[src/rtl/irq_vector_ctl.sv]
module irq_vector_ctl #(
  parameter int ADDR_W = 16,
  parameter int DATA_W = 32
) (
  input  logic              clk,
  input  logic              rst_n,
  input  logic [63:0]       irq_lvl,
  input  logic [ADDR_W-1:0] reg_addr,
  input  logic              reg_wr_en,
  input  logic [DATA_W-1:0] reg_wdata,
  input  logic              reg_rd_en,
  output logic [DATA_W-1:0] reg_rdata,
  output logic              req_valid,
  output logic [5:0]        req_num
);
  localparam int NSRC = 64;
  localparam int NGRP = 8;
  localparam int NOB  = 32;
  localparam int ENB  = DATA_W - 1;

  logic [NSRC-1:0] lvl_q;
  logic [NGRP-1:0] grp_en;
  logic [NOB-1:0]  ob_en;
  logic [NSRC-1:0] en_vec, elig;
  logic            pend;
  logic [5:0]      pnum;
  logic [5:0]      pick;
  logic            any;
  logic [DATA_W-1:0] rd_val;

  wire       map_g_hit = reg_addr[15:6] == 10'h030 && reg_addr[2:0] == 3'd0;
  wire       map_o_hit = reg_addr[15:8] == 8'h10 && reg_addr[2:0] == 3'd0;
  wire       clr_g_hit = reg_addr[15:8] == 8'h14 && reg_addr[4:0] == 5'd0;
  wire       clr_o_hit = reg_addr[15:8] == 8'h18 && reg_addr[2:0] == 3'd0;
  wire [2:0] g_idx     = reg_addr[5:3];
  wire [4:0] o_idx     = reg_addr[7:3];
  wire [2:0] cg_idx    = reg_addr[7:5];
  wire       wen       = reg_wdata[ENB];

  wire retire = pend && reg_wr_en && (
      (map_g_hit && !wen && !pnum[5] && pnum[4:2] == g_idx) ||
      (map_o_hit && !wen && pnum == {1'b1, o_idx}) ||
      (clr_g_hit && pnum[5:2] == {1'b0, cg_idx}) ||
      (clr_o_hit && pnum == {1'b1, o_idx}));

  always_comb begin
    for (int i = 0; i < NSRC; i++)
      en_vec[i] = (i < NGRP*4) ? grp_en[i/4] : ob_en[i - NGRP*4];
  end

  assign elig = lvl_q & en_vec;

  always_comb begin
    pick = '0;
    any  = 1'b0;
    for (int i = NSRC-1; i >= 0; i--)
      if (elig[i]) begin
        pick = 6'(i);
        any  = 1'b1;
      end
  end

  always_comb begin
    rd_val = '0;
    if (map_g_hit)
      rd_val = {grp_en[g_idx], 20'd0, 11'h7C0 | {6'd0, g_idx, 2'b00}};
    else if (map_o_hit)
      rd_val = {ob_en[o_idx], 20'd0, 11'h7E0 | {6'd0, o_idx}};
  end

  always_ff @(posedge clk or negedge rst_n) begin
    if (!rst_n) begin
      lvl_q  <= '0;
      grp_en <= '0;
      ob_en  <= '0;
      pend   <= 1'b0;
      pnum   <= '0;
    end else begin
      lvl_q <= irq_lvl;
      if (reg_wr_en && map_g_hit) grp_en[g_idx] <= wen;
      if (reg_wr_en && map_o_hit) ob_en[o_idx]  <= wen;
      if (pend) begin
        if (retire) begin
          pend <= 1'b0;
          pnum <= '0;
        end
      end else if (any) begin
        pend <= 1'b1;
        pnum <= pick;
      end
    end
  end

  always_ff @(posedge clk or negedge rst_n) begin
    if (!rst_n)         reg_rdata <= '0;
    else if (reg_rd_en) reg_rdata <= rd_val;
  end

  assign req_valid = pend;
  assign req_num   = pnum;
endmodule

[config.mk]
export PLATFORM = sky130hd
export DESIGN_NAME = irq_vector_ctl
export DESIGN_NICKNAME = d
export VERILOG_FILES = /design/src/rtl/irq_vector_ctl.sv
export SDC_FILE = /design/constraint.sdc
export NUM_CORES = 1
export LEC_CHECK = 0
export BUFFER_PORTS_ARGS = -buffer_cell sky130_fd_sc_hd__buf_2
export CORE_MARGIN = 8
export CORE_UTILIZATION = 53
export DETAILED_ROUTE_END_ITERATION = 8
export GPL_TIMING_DRIVEN = 0
export PLACE_DENSITY = 0.8
export SETUP_SLACK_MARGIN = 0.2
export SKIP_CTS_REPAIR_TIMING = 1
export SYNTH_ARGS = -nofsm -noshare
export SYNTH_HDL_FRONTEND = slang
export SYNTH_SLANG_ARGS = --single-unit
export TNS_END_PERCENT = 100
[constraint.sdc]
create_clock -name clk -period 2.8 [get_ports clk]
set_clock_uncertainty 0.1 [all_clocks]
set_input_delay 0.14 -clock clk [delete_from_list [all_inputs] [get_ports clk]]
set_output_delay 0.14 -clock clk [all_outputs]
set_load 0.05 [all_outputs]
# --- After elaboration in Yosys (flattened, before gate mapping) ---
# Index checks and enable logic that the tools add are counted.
totals:
  ff_bits: 143
  word_cells: 191
classes:
  reduce_logical: 26
  n_bitwise: 1
  n_eq_ne: 8
  mux: 146
  magnitude_cmp: 4
op_table:
  columns: ["operator", "count"]
  rows:
  - ["2-to-1 mux 6 bit", 67]
  - ["2-to-1 mux 1 bit", 71]
  - ["AND 64 bit", 1]
  - ["2-to-1 mux 32 bit", 2]
  - ["bitwise mux 32 bit", 1]
  - ["equality test 8 x 5 -> 1 bit (second input constant)", 3]
  - ["logical AND 1 bit", 17]
  - ["equality test 10 x 6 -> 1 bit (second input constant)", 1]
  - ["bitwise mux 8 bit", 1]
  - ["equality test 6 bit", 1]
  - ["< comparator 5 x 6 -> 1 bit (second input constant)", 1]
  - ["binary-select mux 1 bit (select 5 bit)", 1]
  - ["demux 1 bit (select 5 bit)", 1]
  - ["greater-or-equal comparator 5 x 1 -> 1 bit (second input constant)", 1]
  - ["logical NOT 5 bit", 1]
  - ["equality test 4 x 3 -> 1 bit", 1]
  - ["< comparator 3 x 4 -> 1 bit (second input constant)", 1]
  - ["binary-select mux 1 bit (select 3 bit)", 1]
  - ["demux 1 bit (select 3 bit)", 1]
  - ["equality test 3 bit", 1]
  - ["greater-or-equal comparator 3 x 1 -> 1 bit (second input constant)", 1]
  - ["logical NOT 3 bit", 1]
  - ["logical OR 1 bit", 3]
  - ["logical NOT 1 bit", 2]
  - ["other kinds (3)", 3]

# --- Longest topological paths before layout ---
depth:
  ltp_word: 67
  ltp_mapped: 9

# --- Least setup slack after synthesis ---
# OpenSTA, ideal clock, no wires.
synth_path:
  path_kind: "flip-flop to flip-flop"
  from: "register ob_en[11]"
  to: "register pnum[0] (netlist: req_num[0])"
  path_stages_with_launch: 8
  setup_slack_ns: 0.454
  arrival_ns: 2.125
  path_buffers: 0
  setup_ns: 0.121
  cell_sequence: "dfrtp_1 > a22o_4 > nor4_4 > nand4_1 > or4_1 > nor2b_4 > and3_1 > a22o_1"
synth_between:
  elab_chain_cells: 47
  elab_cells_between_ends: 93
  classes_between: "mux: 90; bitwise: 1; reduce/logical: 2"
synth_lines:
  columns: ["element", "line", "text"]
  rows:
  - ["from (decl)", "23", "logic [NOB-1:0] ob_en;"]
  - ["from (signal, indexed assignment)", "81", "if (reg_wr_en && map_o_hit) ob_en[o_idx] <= wen;"]
  - ["AND 64 bit *", "51", "assign elig = lvl_q & en_vec;"]
  - ["2-to-1 mux 6 bit or 2-to-1 mux 1 bit (tied branches) (44 in a row)", "57", "if (elig[i]) begin"]
  - ["2-to-1 mux 6 bit or nonzero test 2 bit (tied branches)", null, null]
  - ["2-to-1 mux 6 bit or AND reduction 2 bit (tied branches)", null, null]
  - ["to (signal assigned)", "89", "pnum <= pick;"]
  - ["to (decl)", "26", "logic [5:0] pnum;"]
# Every way passes the cells marked *; elsewhere a longest branch is shown, timed or not. The select of a mux whose other input is x is not followed.
# A chain may end at the register's enable or synchronous reset.

# --- Final worst setup path ---
layout_path:
  from: "register ob_en[28]"
  to: "register pnum[0] (netlist: req_num[0])"
layout_between:
  elab_chain_cells: 64
  elab_cells_between_ends: 127
  classes_between: "mux: 124; bitwise: 1; reduce/logical: 2"
layout_lines:
  columns: ["element", "line"]
  rows:
  - ["AND 64 bit *", "51"]
  - ["2-to-1 mux 6 bit or 2-to-1 mux 1 bit (tied branches) (61 in a row)", "57"]
  - ["2-to-1 mux 6 bit or nonzero test 2 bit (tied branches)", null]
  - ["2-to-1 mux 6 bit or AND reduction 2 bit (tied branches)", null]
# Marks and branches as above.

==> impl_metrics.toml <==
[global_route]
grt_pass1_vias = 4912
grt_start_max_net_pins = 75
antenna_found_initial = 0
grt_overflow = 0
track_usage = 0.2196
grt_pass1_wl_um = 24700

[clock_network]
clock_latency_ps = 530
htreeDepth = 4
cts_buffer_depth = 2
cts_sinks = 119
cts_tree = "built"
clkTransAtPathRegs_ps = 50
numCtsBuffers = 17
cts-root-buf = "clkbuf_8"

[worst_setup_path]
rrSetupSlack_ps = 250
reg2reg_depth = 7
crit_chain = "a22oi_1 -> and4bb_2 -> nand4_1 -> or4_4 -> nor2b_4 -> and3_1 -> a22o_1"
startpoint_type = "flop"
slowest_stage = "or4_4"
rr_endpoint = "req_num[0]$_DFFE_PN0P_"
slowest_delay_ps = 580
crit_required_ps = 3120
worst_r2r_startpoint = "ob_en[28]$_DFFE_PN0P_"
critical_path_arrival_ps = 2860
end_kind = "flop"
critical_path_class = "flop to flop"
cp_max_fo = 6
startpoint = "ob_en[28]$_DFFE_PN0P_"

[yosys]
synth_cells = 516
yosysWarnings = 0
synth_top_family_by_area = "compound AO/OA/AOI/OAI gates"
yosysUniqueCellTypes = 67
synth-seq-cells = 119
ys.flop_type = "dfrtp_1"
ys_async_sr_fraction = 1.000
yosysSeqAreaShare = 0.5165
synth-simple-area-share = 0.1432
netlist_area_um2 = 5766
synth.area.mux_share = 0.1274
synth_adder_area_share = 0
avgSynthCellArea_um2 = 11.17
synth_compound_area_frac = 0.1493
synth_edf_count = 0
yosys.area_share.xor_xnor = 0.01215

[sta]
fin_setup_tns_ps = 0
slew_viol_final = 0
fmax_mhz = 392.6
hold_viol_final = 0
setup_violations = 0
fin_crit_ps = 2547
slew_headroom = 0.5168
rsz0062_at_grt = "false"
holdWs_ps = 48.72
tightest_slew_ps = 724.8
fin_crit_sh = 0.9096

[route]
via_count = 5103
via_per_inst = 5.859
routed_wirelength_um = 16740
dr.first_iter.drc_count = 464
dr.pass1.iters = 5
wl_per_cell_um = 19.21
ant_nets = 0
drc = 0

[finish]
antenna_cells = 0
fin_nets = 838
area_growth_pct = 34.68
fillCellCount = 750
drive_above_1_share = 0.2490

[status]
outcome = "finished, final reports clean"

[die]
start_util = 0.5366
core_um2 = 10750
die_w_um = 120.3
row_count = 38
die-area_um2 = 14470
ioPinCount = 155
die_height_um = 120.3

[power]
leakage_uw = 0.003657
power_density_nw_per_um2 = 523.9
vdd_drop_max_v = 0.0005376

[place]
portBuffers = 97
hpwl_um = 11660
finalWeightedCongestion = 0.9385

[job]
cap_viol_max_count = 0

[min_path]
hold_path_class = "input pin to async pin"
layout by cell type (no fill, tap or decap), drive strengths merged, types with 8 or more instances in the layout:
cell and n:
buf 129, dfrtp 119, dlygate4sd3 67, nor2 58, mux2 40, clkbuf 38, nand2 37, o21ai 26
nand3 21, conb 20, a21oi 15, a22o 15, a22oi 12, mux4 12, inv 10, nor3 8
o41ai 8
cell usage after synthesis, types with 3 or more instances:
cell type  number  area, µm²
a22o_1         14      122.6
buf_4          24      180.2
clkbuf_1       15      56.30
nor4_1          4      25.02
xnor2_1         5      43.79
o21ai_0        25      125.1
a21o_1          3      22.52
mux2_1         38      427.9
nor2b_1         6      37.54
nand3_1        21      105.1
nand4_1         4      25.02
o211ai_1        6      45.04
nor2_1         57      214.0
nand2_1        37      138.9
inv_1          10      37.54
nand2b_1        7      43.79
a22oi_1        12      90.09
mux4_2         11      247.7
a32o_1          5      50.05
buf_2           3      15.01
xor2_1          3      26.28
o41ai_1         8      70.07
a21oi_1        15      75.07
or2_1           3      18.77
nor3_1          8      40.04
dfrtp_1       119       2978
sequential cells by signal, indices dropped and copies added, names as in the netlist:
signal / cells
reg_rdata: 8
grp_en: 8
ob_en: 32
req_valid: 1
req_num: 6
lvl_q: 64
critical path: cells and delay by family (launching register included):
family | cells | cell delay, ps
AOI/OAI and AO/OA | 2 | 480
DFF | 1 | 420
and+or+nand+nor | 5 | 1420
cell type report:
cell class                 instances  area, µm²  share of cell area
tap                              140      175.2             0.02256
inverter                          10      37.54            0.004834
clock buffer                      23      476.7             0.06139
buffer                            43      255.2             0.03287
clock inverter                     5      25.02            0.003223
sequential                       119       2978              0.3835
timing repair buffer             168       1209              0.1557
multi-input combinational        363       2609              0.3360
stage by stage:
step                cell area, µm²  std cells  utilization  total power [µW]  worst slack (ps)
finish                        7765        871       0.7226              4068             253.1
detailed placement            6528        773       0.6075              2166             49.17
global route                  7765        871       0.7226              4197             191.3
CTS                           7029        801       0.6542              4005             206.9
global placement              6497        772       0.6047              2151             50.19
floorplan                     5837        535            -              2025             453.9
cell families after synthesis:
group           Yosys count
simple gates            164
flops                   119
compound gates          118
mux                      53
buf+inv                  53
xor+xnor                  8
other cells               1
power by group:
| group | switching (µW) | leakage [µW] | internal [µW] | total [µW] |
|---|---|---|---|---|
| sequential | 46.3 | 0.00149 | 1770 | 1820 |
| clock | 698 | 0.000255 | 1150 | 1850 |
| combinational | 230 | 0.00191 | 171 | 401 |
| total | 974 | 0.00366 | 3090 | 4070 |
metal layers:
layer	track usage	vias to the layer above	share of wire
met4	0.1101	0	0.033
met2	0.3570	269	0.49
met1	0.2604	2509	0.39
li1	-	2281	-
met3	0.06760	44	0.087
met5	0	-	0
worst max-delay path by stage:
stage / to / slack [ps] / cells after the start
6_report: req_num[0]$_DFFE_PN0P_ / 250 / 7
3_3_place_gp: ob_en[3]$_DFFE_PN0P_ / 50 / 6
2_1_floorplan: req_num[0]$_DFFE_PN0P_ / 450 / 7
4_1_cts: req_num[0]$_DFFE_PN0P_ / 210 / 7
5_1_grt: req_num[0]$_DFFE_PN0P_ / 190 / 6
3_5_place_dp: ob_en[3]$_DFFE_PN0P_ / 50 / 6
No activity file was read; power rests on OpenSTA's default activity.
